<file path="config.mk">
export PLATFORM = sky130hd
export DESIGN_NAME = edge_gap_tdc
export DESIGN_NICKNAME = d
export VERILOG_FILES = /design/src/rtl/tdc_pkg.sv /design/src/rtl/tdc_edge_sync.sv /design/src/rtl/tdc_window_ctrl.sv /design/src/rtl/tdc_result_reg.sv /design/src/rtl/edge_gap_tdc.sv
export SDC_FILE = /design/constraint.sdc
export NUM_CORES = 1
export LEC_CHECK = 0
export ABC_CLOCK_PERIOD_IN_PS = 2920
export CAP_MARGIN = 40
export CORE_MARGIN = 2
export CORE_UTILIZATION = 55
export CTS_BUF_LIST = sky130_fd_sc_hd__clkbuf_16
export DETAILED_ROUTE_END_ITERATION = 8
export GPL_TIMING_DRIVEN = 1
export MAX_ROUTING_LAYER = met4
export PLACE_DENSITY = 0.89
export REMOVE_ABC_BUFFERS = 1
export SLEW_MARGIN = 30
export SYNTH_ARGS = -nofsm -noshare
export SYNTH_HDL_FRONTEND = slang
export SYNTH_SLANG_ARGS = --single-unit
</file>
<file path="constraint.sdc">
create_clock -name clk_i -period 2.92 [get_ports clk_i]
set_clock_uncertainty 0.1 [all_clocks]
set_input_delay 0.438 -clock clk_i [delete_from_list [all_inputs] [get_ports clk_i]]
set_output_delay 0.438 -clock clk_i [all_outputs]
set_load 0.005 [all_outputs]
</file>
<file path="src/rtl/tdc_pkg.sv">
package tdc_pkg;
  typedef enum logic {
    WIN_IDLE  = 1'b0,
    WIN_ARMED = 1'b1
  } win_state_e;

  localparam int unsigned SRC_REF = 0;
  localparam int unsigned SRC_FB  = 1;
  localparam int unsigned N_SRC   = 2;
endpackage

</file>
<file path="src/rtl/tdc_edge_sync.sv">
module tdc_edge_sync #(
  parameter int unsigned N_SIG  = 2,
  parameter int unsigned STAGES = 2
) (
  input  logic             clk_i,
  input  logic             rst_ni,
  input  logic [N_SIG-1:0] sig_i,
  output logic [N_SIG-1:0] rise_o
);
  localparam int unsigned DEPTH = STAGES + 1;

  for (genvar g = 0; g < N_SIG; g++) begin : g_sig
    logic [DEPTH-1:0] pipe_q;

    always_ff @(posedge clk_i or negedge rst_ni) begin
      if (!rst_ni) pipe_q <= '0;
      else         pipe_q <= {pipe_q[DEPTH-2:0], sig_i[g]};
    end

    // last sync flop high, history flop low
    assign rise_o[g] = pipe_q[STAGES-1] & ~pipe_q[STAGES];
  end
endmodule

</file>
<file path="src/rtl/tdc_window_ctrl.sv">
module tdc_window_ctrl
  import tdc_pkg::*;
#(
  parameter int unsigned CNT_W = 9
) (
  input  logic             clk_i,
  input  logic             rst_ni,
  input  logic             ref_rise_i,
  input  logic             fb_rise_i,
  output logic             close_o,
  output logic [CNT_W-1:0] close_cnt_o,
  output logic             close_ref_lead_o,
  output logic             close_ovf_o
);
  localparam logic [CNT_W-1:0] CNT_MAX = '1;
  localparam logic [CNT_W-1:0] CNT_ONE = CNT_W'(1);

  win_state_e       state_q, state_d;
  logic             lead_ref_q, lead_ref_d;
  logic [CNT_W-1:0] cnt_q, cnt_d;
  logic             sat_q, sat_d;
  logic             trail_rise;

  assign trail_rise = lead_ref_q ? fb_rise_i : ref_rise_i;

  always_comb begin
    state_d          = state_q;
    lead_ref_d       = lead_ref_q;
    cnt_d            = cnt_q;
    sat_d            = sat_q;
    close_o          = 1'b0;
    close_cnt_o      = '0;
    close_ref_lead_o = 1'b1;
    close_ovf_o      = 1'b0;
    unique case (state_q)
      WIN_IDLE: begin
        if (ref_rise_i && fb_rise_i) begin
          close_o = 1'b1;
        end else if (ref_rise_i || fb_rise_i) begin
          state_d    = WIN_ARMED;
          lead_ref_d = ref_rise_i;
          cnt_d      = CNT_ONE;
          sat_d      = 1'b0;
        end
      end
      WIN_ARMED: begin
        if (trail_rise) begin
          close_o          = 1'b1;
          close_cnt_o      = cnt_q;
          close_ref_lead_o = lead_ref_q;
          close_ovf_o      = sat_q;
          state_d          = WIN_IDLE;
        end else if (cnt_q == CNT_MAX) begin
          sat_d = 1'b1;
        end else begin
          cnt_d = cnt_q + CNT_ONE;
        end
      end
      default: state_d = WIN_IDLE;
    endcase
  end

  always_ff @(posedge clk_i or negedge rst_ni) begin
    if (!rst_ni) begin
      state_q    <= WIN_IDLE;
      lead_ref_q <= 1'b1;
      cnt_q      <= '0;
      sat_q      <= 1'b0;
    end else begin
      state_q    <= state_d;
      lead_ref_q <= lead_ref_d;
      cnt_q      <= cnt_d;
      sat_q      <= sat_d;
    end
  end
endmodule

</file>
<file path="src/rtl/tdc_result_reg.sv">
module tdc_result_reg #(
  parameter int unsigned CNT_W = 9
) (
  input  logic             clk_i,
  input  logic             rst_ni,
  input  logic             load_i,
  input  logic [CNT_W-1:0] cnt_i,
  input  logic             ref_lead_i,
  input  logic             ovf_i,
  output logic [CNT_W-1:0] cnt_o,
  output logic             ref_lead_o,
  output logic             ovf_o,
  output logic             valid_o
);
  always_ff @(posedge clk_i or negedge rst_ni) begin
    if (!rst_ni) begin
      cnt_o      <= '0;
      ref_lead_o <= 1'b0;
      ovf_o      <= 1'b0;
      valid_o    <= 1'b0;
    end else begin
      valid_o <= load_i;
      if (load_i) begin
        cnt_o      <= cnt_i;
        ref_lead_o <= ref_lead_i;
        ovf_o      <= ovf_i;
      end
    end
  end
endmodule

</file>
<file path="src/rtl/edge_gap_tdc.sv">
module edge_gap_tdc
  import tdc_pkg::*;
#(
  parameter int unsigned CNT_W       = 9,
  parameter int unsigned SYNC_STAGES = 2
) (
  input  logic             clk_i,
  input  logic             rst_ni,
  input  logic             ref_clk_i,
  input  logic             fb_clk_i,
  output logic [CNT_W-1:0] count_o,
  output logic             ref_lead_o,
  output logic             overflow_o,
  output logic             valid_o
);
  logic [N_SRC-1:0] src_raw;
  logic [N_SRC-1:0] src_rise;
  logic             close;
  logic [CNT_W-1:0] close_cnt;
  logic             close_ref_lead;
  logic             close_ovf;

  assign src_raw[SRC_REF] = ref_clk_i;
  assign src_raw[SRC_FB]  = fb_clk_i;

  tdc_edge_sync #(
    .N_SIG (N_SRC),
    .STAGES(SYNC_STAGES)
  ) u_sync (
    .clk_i (clk_i),
    .rst_ni(rst_ni),
    .sig_i (src_raw),
    .rise_o(src_rise)
  );

  tdc_window_ctrl #(
    .CNT_W(CNT_W)
  ) u_win (
    .clk_i           (clk_i),
    .rst_ni          (rst_ni),
    .ref_rise_i      (src_rise[SRC_REF]),
    .fb_rise_i       (src_rise[SRC_FB]),
    .close_o         (close),
    .close_cnt_o     (close_cnt),
    .close_ref_lead_o(close_ref_lead),
    .close_ovf_o     (close_ovf)
  );

  tdc_result_reg #(
    .CNT_W(CNT_W)
  ) u_res (
    .clk_i     (clk_i),
    .rst_ni    (rst_ni),
    .load_i    (close),
    .cnt_i     (close_cnt),
    .ref_lead_i(close_ref_lead),
    .ovf_i     (close_ovf),
    .cnt_o     (count_o),
    .ref_lead_o(ref_lead_o),
    .ovf_o     (overflow_o),
    .valid_o   (valid_o)
  );
endmodule

</file>
==> metrics, run 1 <==
final period utilization=77.0%; worst hold path class=flop to flop; Peak VDD IR=0.771 mV; yosys warns=0; CTS resizes=0; Hold Slack=0.250 ns; Via density=5.96; cts hold-fix bufs=0; fin nets=157; first-pass GRT wire length=4970 um; slowest stage delay, CP=0.46 ns; I/O pin count=16; Synth Cell Area=0.00150 mm2; Die Wd=56.2 um; CP arrival=2.31 ns; Final Hold Vio Count=0; Cell variety after synth=40; Leak=0.811 nW; overall routing resource usage=21.7%; sequential element share of the synthesized area=50.3%; FP Rows=18; total wire length=2900 um; Area growth, synth to finish=20.7%; leading area contributor after synthesis=dfrtp_1; initial antenna violation count=0; Port-buffer cells=15; Synth top area share=48.5%; Vias=1072; critical path class=flop to flop; Worst Hold Depth=0; max-cap violation count=0; Core Region=0.00252 mm2; design area=0.00181 mm2; r2r worst-path depth=7; fmax=445 MHz; ys flop type=dfrtp_1; ANT cells=0; Setup TNS Final=0 ns; drt pass-1 iters=6; min-delay src=u_sync.g_sig[0].pipe_q[0]$_DFF_PN0_; synth top area cells=dfrtp_1 48%, mux2i_1 8.0%, o21ai_1 5.4%; die area=0.00315 mm2; final count of pins violating max slew=0; CP Max Fanout=5; Final GP Congestion=0.873; run status=finished clean; Synth top cells by count=29 x dfrtp_1, 19 x nand2_1, 16 x o21ai_1; synthesized instance count=134; CTS sink count=30; Syn Area/Cell=11.2 um2; Buf/Inv on CP=0; Setup Fix Bufs, Post-CTS=0; Clock Pin Slew Worst Setup and Hold Paths=0.05 ns; drc violations=0; critical path startpoint=u_win.cnt_q[0]$_DFFE_PN0P_; Clk Latency, worst-skew pair=0.28 ns; CTS tree=done; most frequent CP cell=ha_1; hold endpoint=u_sync.g_sig[0].pipe_q[1]$_DFF_PN0_; Remaining Overflow, GRT=0; critical path cell sequence=ha_1, nand3_4, nor2_1, ha_1, nor4_4, a31oi_1, a221o_1; worst flop-to-flop path startpoint=u_win.cnt_q[0]$_DFFE_PN0P_; hpwl dp=1890 um; drt wl/cell=16.1 um; vias in the first global route=1079; most frequent cell after synthesis=dfrtp_1; post-route minimum period=2.25 ns; number of synthesized flops with an enable pin=0; share of layout cells above drive strength 1=14.0%; pin count of the biggest net entering global routing=31; RSZ-0062 raised after global routing=no; CTS buffer count=5; # fillers=173; Root Driver=clkbuf_16; FF-to-FF setup slack=0.67 ns; # setup viols final=0; CP Capture Type=flop; remaining antenna violation count=0; Slew @ Worst Pin=0.806 ns; Rel. slew slack=46.2%; CP top delay family=simple AND/OR/NAND/NOR gates; RR Endpoint=u_win.cnt_q[5]$_DFFE_PN0P_; ys async rst share=100%; CTS Buffer Depth=2; Pwr per Cell Area=896 mW/mm2; drt initial violations=25; die height=56.2 um; #FFs+latches synth=30; Slowest-stage cell, CP=nor4_4; htree depth=2; Initial Utilization=59.3%; CP Launch Type=flop; placed cell area=0.00164 mm2; WP data required=2.98 ns
-- routing by layer --
metal	routed length (um)	vias to the layer above	track usage [%]
li1	-	501	-
met1	1130	509	23.8
met2	1500	47	34.5
met3	189	15	7.91
met4	82	0	11.2
met5	0	-	-
-- worst register-to-register path, cell delays in order (launching register included) --
cell	delay [ns]
dfrtp_1	0.43
ha_1	0.26
nand3_4	0.11
nor2_1	0.07
ha_1	0.30
nor4_4	0.46
a31oi_1	0.14
a221o_1	0.27
-- worst max-delay path by stage --
stage                                            end  slack, ns  depth (start not counted)
after floorplan           u_win.cnt_q[6]$_DFFE_PN0P_       0.81                          7
after global placement    u_win.cnt_q[6]$_DFFE_PN0P_       0.77                          7
after detailed placement  u_win.cnt_q[6]$_DFFE_PN0P_       0.69                          7
after CTS                 u_win.cnt_q[6]$_DFFE_PN0P_       0.68                          7
after global routing      u_win.cnt_q[6]$_DFFE_PN0P_       0.58                          7
final                     u_win.cnt_q[5]$_DFFE_PN0P_       0.67                          7
-- flip-flops by register name (all words and copies together) (netlist names) --
name / cells
u_win.lead_ref_q: 1
u_res.ovf_o: 1
u_win.sat_q: 1
u_win.state_q: 1
u_res.valid_o: 1
u_res.cnt_o: 9
u_res.ref_lead_o: 1
u_win.cnt_q: 9
u_sync.g_sig.pipe_q: 6
-- per-stage QoR --
stage / utilization (%) / total power, mW / setup slack [ns] / cells
after floorplan: - / 0.875 / 0.813 / 126
after global placement: 65.1 / 1.03 / 0.770 / 172
after detailed placement: 65.1 / 1.05 / 0.685 / 172
after CTS: 71.6 / 1.63 / 0.677 / 180
after global routing: 71.6 / 1.70 / 0.584 / 180
final: 71.6 / 1.62 / 0.672 / 180
-- cells in the final DEF, fill, tap and decap left out, types with 3 or more instances in the layout --
master and n:
dfrtp_1 29, nand2_1 19, o21ai_1 16, clkdlybuf4s50_1 15, mux2i_1 12, nor2_1 6, clkbuf_16 5, ha_1 4
a21oi_1 3, xnor2_1 3
-- kinds of logic after synthesis --
group / share of synthesized area, %
compound gates: 12.5
mux: 9.53
xor+xnor: 2.34
fa+ha+maj: 3.34
simple gates: 18.0
flops: 50.3
buf+inv: 4.10
-- power by group --
| part | switching [mW] | internal [mW] | total, mW |
|---|---|---|---|
| registers | 0.119 | 0.507 | 0.626 |
| logic | 0.218 | 0.204 | 0.423 |
| clock network | 0.172 | 0.398 | 0.570 |
-- cell type report --
cell class | count | area, um2 | share of cell area, %
sequential | 30 | 752 | 41.6
multi-input combinational | 93 | 683 | 37.8
timing repair buffer | 16 | 158 | 8.73
clock buffer | 5 | 125 | 6.93
clock inverter | 3 | 40.0 | 2.22
tap | 30 | 37.5 | 2.08
inverter | 3 | 11.3 | 0.623
(Power assumes the default switching activity.)
==> run 2: changes to the inputs <==
--- a/config.mk
+++ b/config.mk
@@ -5,7 +5,7 @@
 export SDC_FILE = /design/constraint.sdc
 export NUM_CORES = 1
 export LEC_CHECK = 0
-export ABC_CLOCK_PERIOD_IN_PS = 2920
+export ABC_CLOCK_PERIOD_IN_PS = 2100
 export CAP_MARGIN = 40
 export CORE_MARGIN = 2
 export CORE_UTILIZATION = 55
==> constraint.sdc (replaced) <==
create_clock -name clk_i -period 2.1 [get_ports clk_i]
set_clock_uncertainty 0.1 [all_clocks]
set_input_delay 0.315 -clock clk_i [delete_from_list [all_inputs] [get_ports clk_i]]
set_output_delay 0.315 -clock clk_i [all_outputs]
set_load 0.005 [all_outputs]
==> metrics, run 2 (same netlist as run 1, synthesis figures left out) <==
run status=finished clean; Hold Slack=0.255 ns; critical path class=flop to flop; I/O pin count=16; post-route minimum period=2.00 ns; CTS Buffer Depth=2; WP data required=2.21 ns; Area growth, synth to finish=25.9%; die area=0.00315 mm2; met2 usage=32.6%; busiest layer in global routing=met2; drt pass-1 iters=4; total wire length=2940 um; cts hold-fix bufs=0; fmax=500 MHz; CP Max Fanout=5; worst flop-to-flop path startpoint=u_win.cnt_q[0]$_DFFE_PN0P_; Pwr per Cell Area=1180 mW/mm2; Remaining Overflow, GRT=0; most frequent cells in the layout=29 x dfrtp_1, 19 x nand2_1, 16 x o21ai_1; met1 Use GR=28.8%; remaining antenna violation count=0; final count of pins violating max slew=0; Regs by FF count=u_res.cnt_o (9), u_win.cnt_q (9), u_sync.g_sig.pipe_q (6); Rel. slew slack=65.5%; max-cap violation count=0; Setup TNS Final=0 ns; Buf/Inv on CP=0; Clk Latency, worst-skew pair=0.27 ns; FF-to-FF setup slack=0.10 ns; r2r worst-path depth=7; initial antenna violation count=0; CTS sink count=30; placed cell area=0.00174 mm2; Initial Utilization=59.3%; CP top delay family=simple AND/OR/NAND/NOR gates; Setup WS post-layout=0.101 ns; Slew @ Worst Pin=0.515 ns; drc violations=0; Final Hold Vio Count=0; met3 usage=5.12%; Via density=5.65; Core Region=0.00252 mm2; vias in the first global route=1053; FP Rows=18; Slowest-stage cell, CP=or4b_1; ANT cells=0; critical path cell sequence=ha_1, nand3_4, nor2_1, ha_2, nor4_4, or4b_1, nand3_2; critical path startpoint=u_win.cnt_q[0]$_DFFE_PN0P_; overall routing resource usage=22.6%; CP Launch Type=flop; RSZ-0062 raised after global routing=no; share of layout cells above drive strength 1=20.9%; slowest stage delay, CP=0.47 ns; CTS buffer count=5; post-place setup slack=-0.0389 ns; number of cells on the critical path=7; htree depth=2; first-pass GRT wire length=5180 um; Power Total=2.22 mW; drt initial violations=28; fin nets=170; Vias=1090; drt wl/cell=15.2 um; final period utilization=95.2%; Port-buffer cells=15; CTS tree=done; design area=0.00188 mm2; commonest non-fill, non-tap cell in the layout=dfrtp_1; Leak=0.860 nW; Setup Fix Bufs, Post-CTS=0; CP arrival=2.11 ns; Root Driver=clkbuf_16; hpwl dp=2090 um; Die Wd=56.2 um; Peak VDD IR=1.16 mV; # setup viols final=0; pin count of the biggest net entering global routing=31; die height=56.2 um; CP Capture Point=u_win.cnt_q[6]$_DFFE_PN0P_; Final GP Congestion=0.890; CP Capture Type=flop; worst hold path class=flop to flop; RR Endpoint=u_win.cnt_q[6]$_DFFE_PN0P_; Clock Pin Slew Worst Setup and Hold Paths=0.05 ns
## run 2: worst reg2reg max path, delay by kind of cell (launching register included)
kind	cells	cell delay, ns
simple gates	5	0.98
fa+ha+maj	2	0.48
flops	1	0.38
## run 2: cell type report
| type | count | area, um2 |
|---|---|---|
| clock inverters | 3 | 12.5 |
| inverters | 3 | 11.3 |
| clock buffers | 5 | 125 |
| well taps | 30 | 37.5 |
| repair buffers | 29 | 255 |
| multi-input cells | 93 | 691 |
| flip-flops and latches | 30 | 752 |
| fillers | 164 | 638 |
## run 2: how the worst min path moves through the flow
stage / startpoint / endpoint / slack, ns / cells after the start
after detailed placement: u_sync.g_sig[0].pipe_q[0]$_DFF_PN0_ / u_sync.g_sig[0].pipe_q[1]$_DFF_PN0_ / 0.24 / 0
after floorplan: rst_ni / u_res.cnt_o[0]$_DFFE_PN0P_ / -0.08 / 0
after global routing: u_sync.g_sig[0].pipe_q[0]$_DFF_PN0_ / u_sync.g_sig[0].pipe_q[1]$_DFF_PN0_ / 0.27 / 0
after CTS: u_sync.g_sig[0].pipe_q[0]$_DFF_PN0_ / u_sync.g_sig[0].pipe_q[1]$_DFF_PN0_ / 0.26 / 0
final: u_sync.g_sig[0].pipe_q[0]$_DFF_PN0_ / u_sync.g_sig[0].pipe_q[1]$_DFF_PN0_ / 0.25 / 0
after global placement: u_sync.g_sig[1].pipe_q[0]$_DFF_PN0_ / u_sync.g_sig[1].pipe_q[1]$_DFF_PN0_ / 0.23 / 0
## run 2: layer usage
metal | wire length [um] | up-vias
met3 | 108 | 6
met5 | 0 | -
met1 | 1390 | 530
met4 | 71 | 0
li1 | - | 528
met2 | 1370 | 26
## run 2: metrics by stage
stage / cells / util, %
finish: 193 / 74.7
detailed placement: 185 / 68.9
CTS: 193 / 74.6
global placement: 185 / 68.9
global route: 193 / 74.7
floorplan: 126 / -
## run 2: repair_timing
item	in CTS	in global routing
resized for setup	1	1
endpoints found under the setup margin	3	2
pin swaps	1	0
## run 2: power breakdown
part / total, mW / switching, mW / internal, mW
Combinational: 0.746 / 0.378 / 0.368
Clock: 0.649 / 0.224 / 0.425
Sequential: 0.829 / 0.123 / 0.705
Total: 2.22 / 0.725 / 1.50
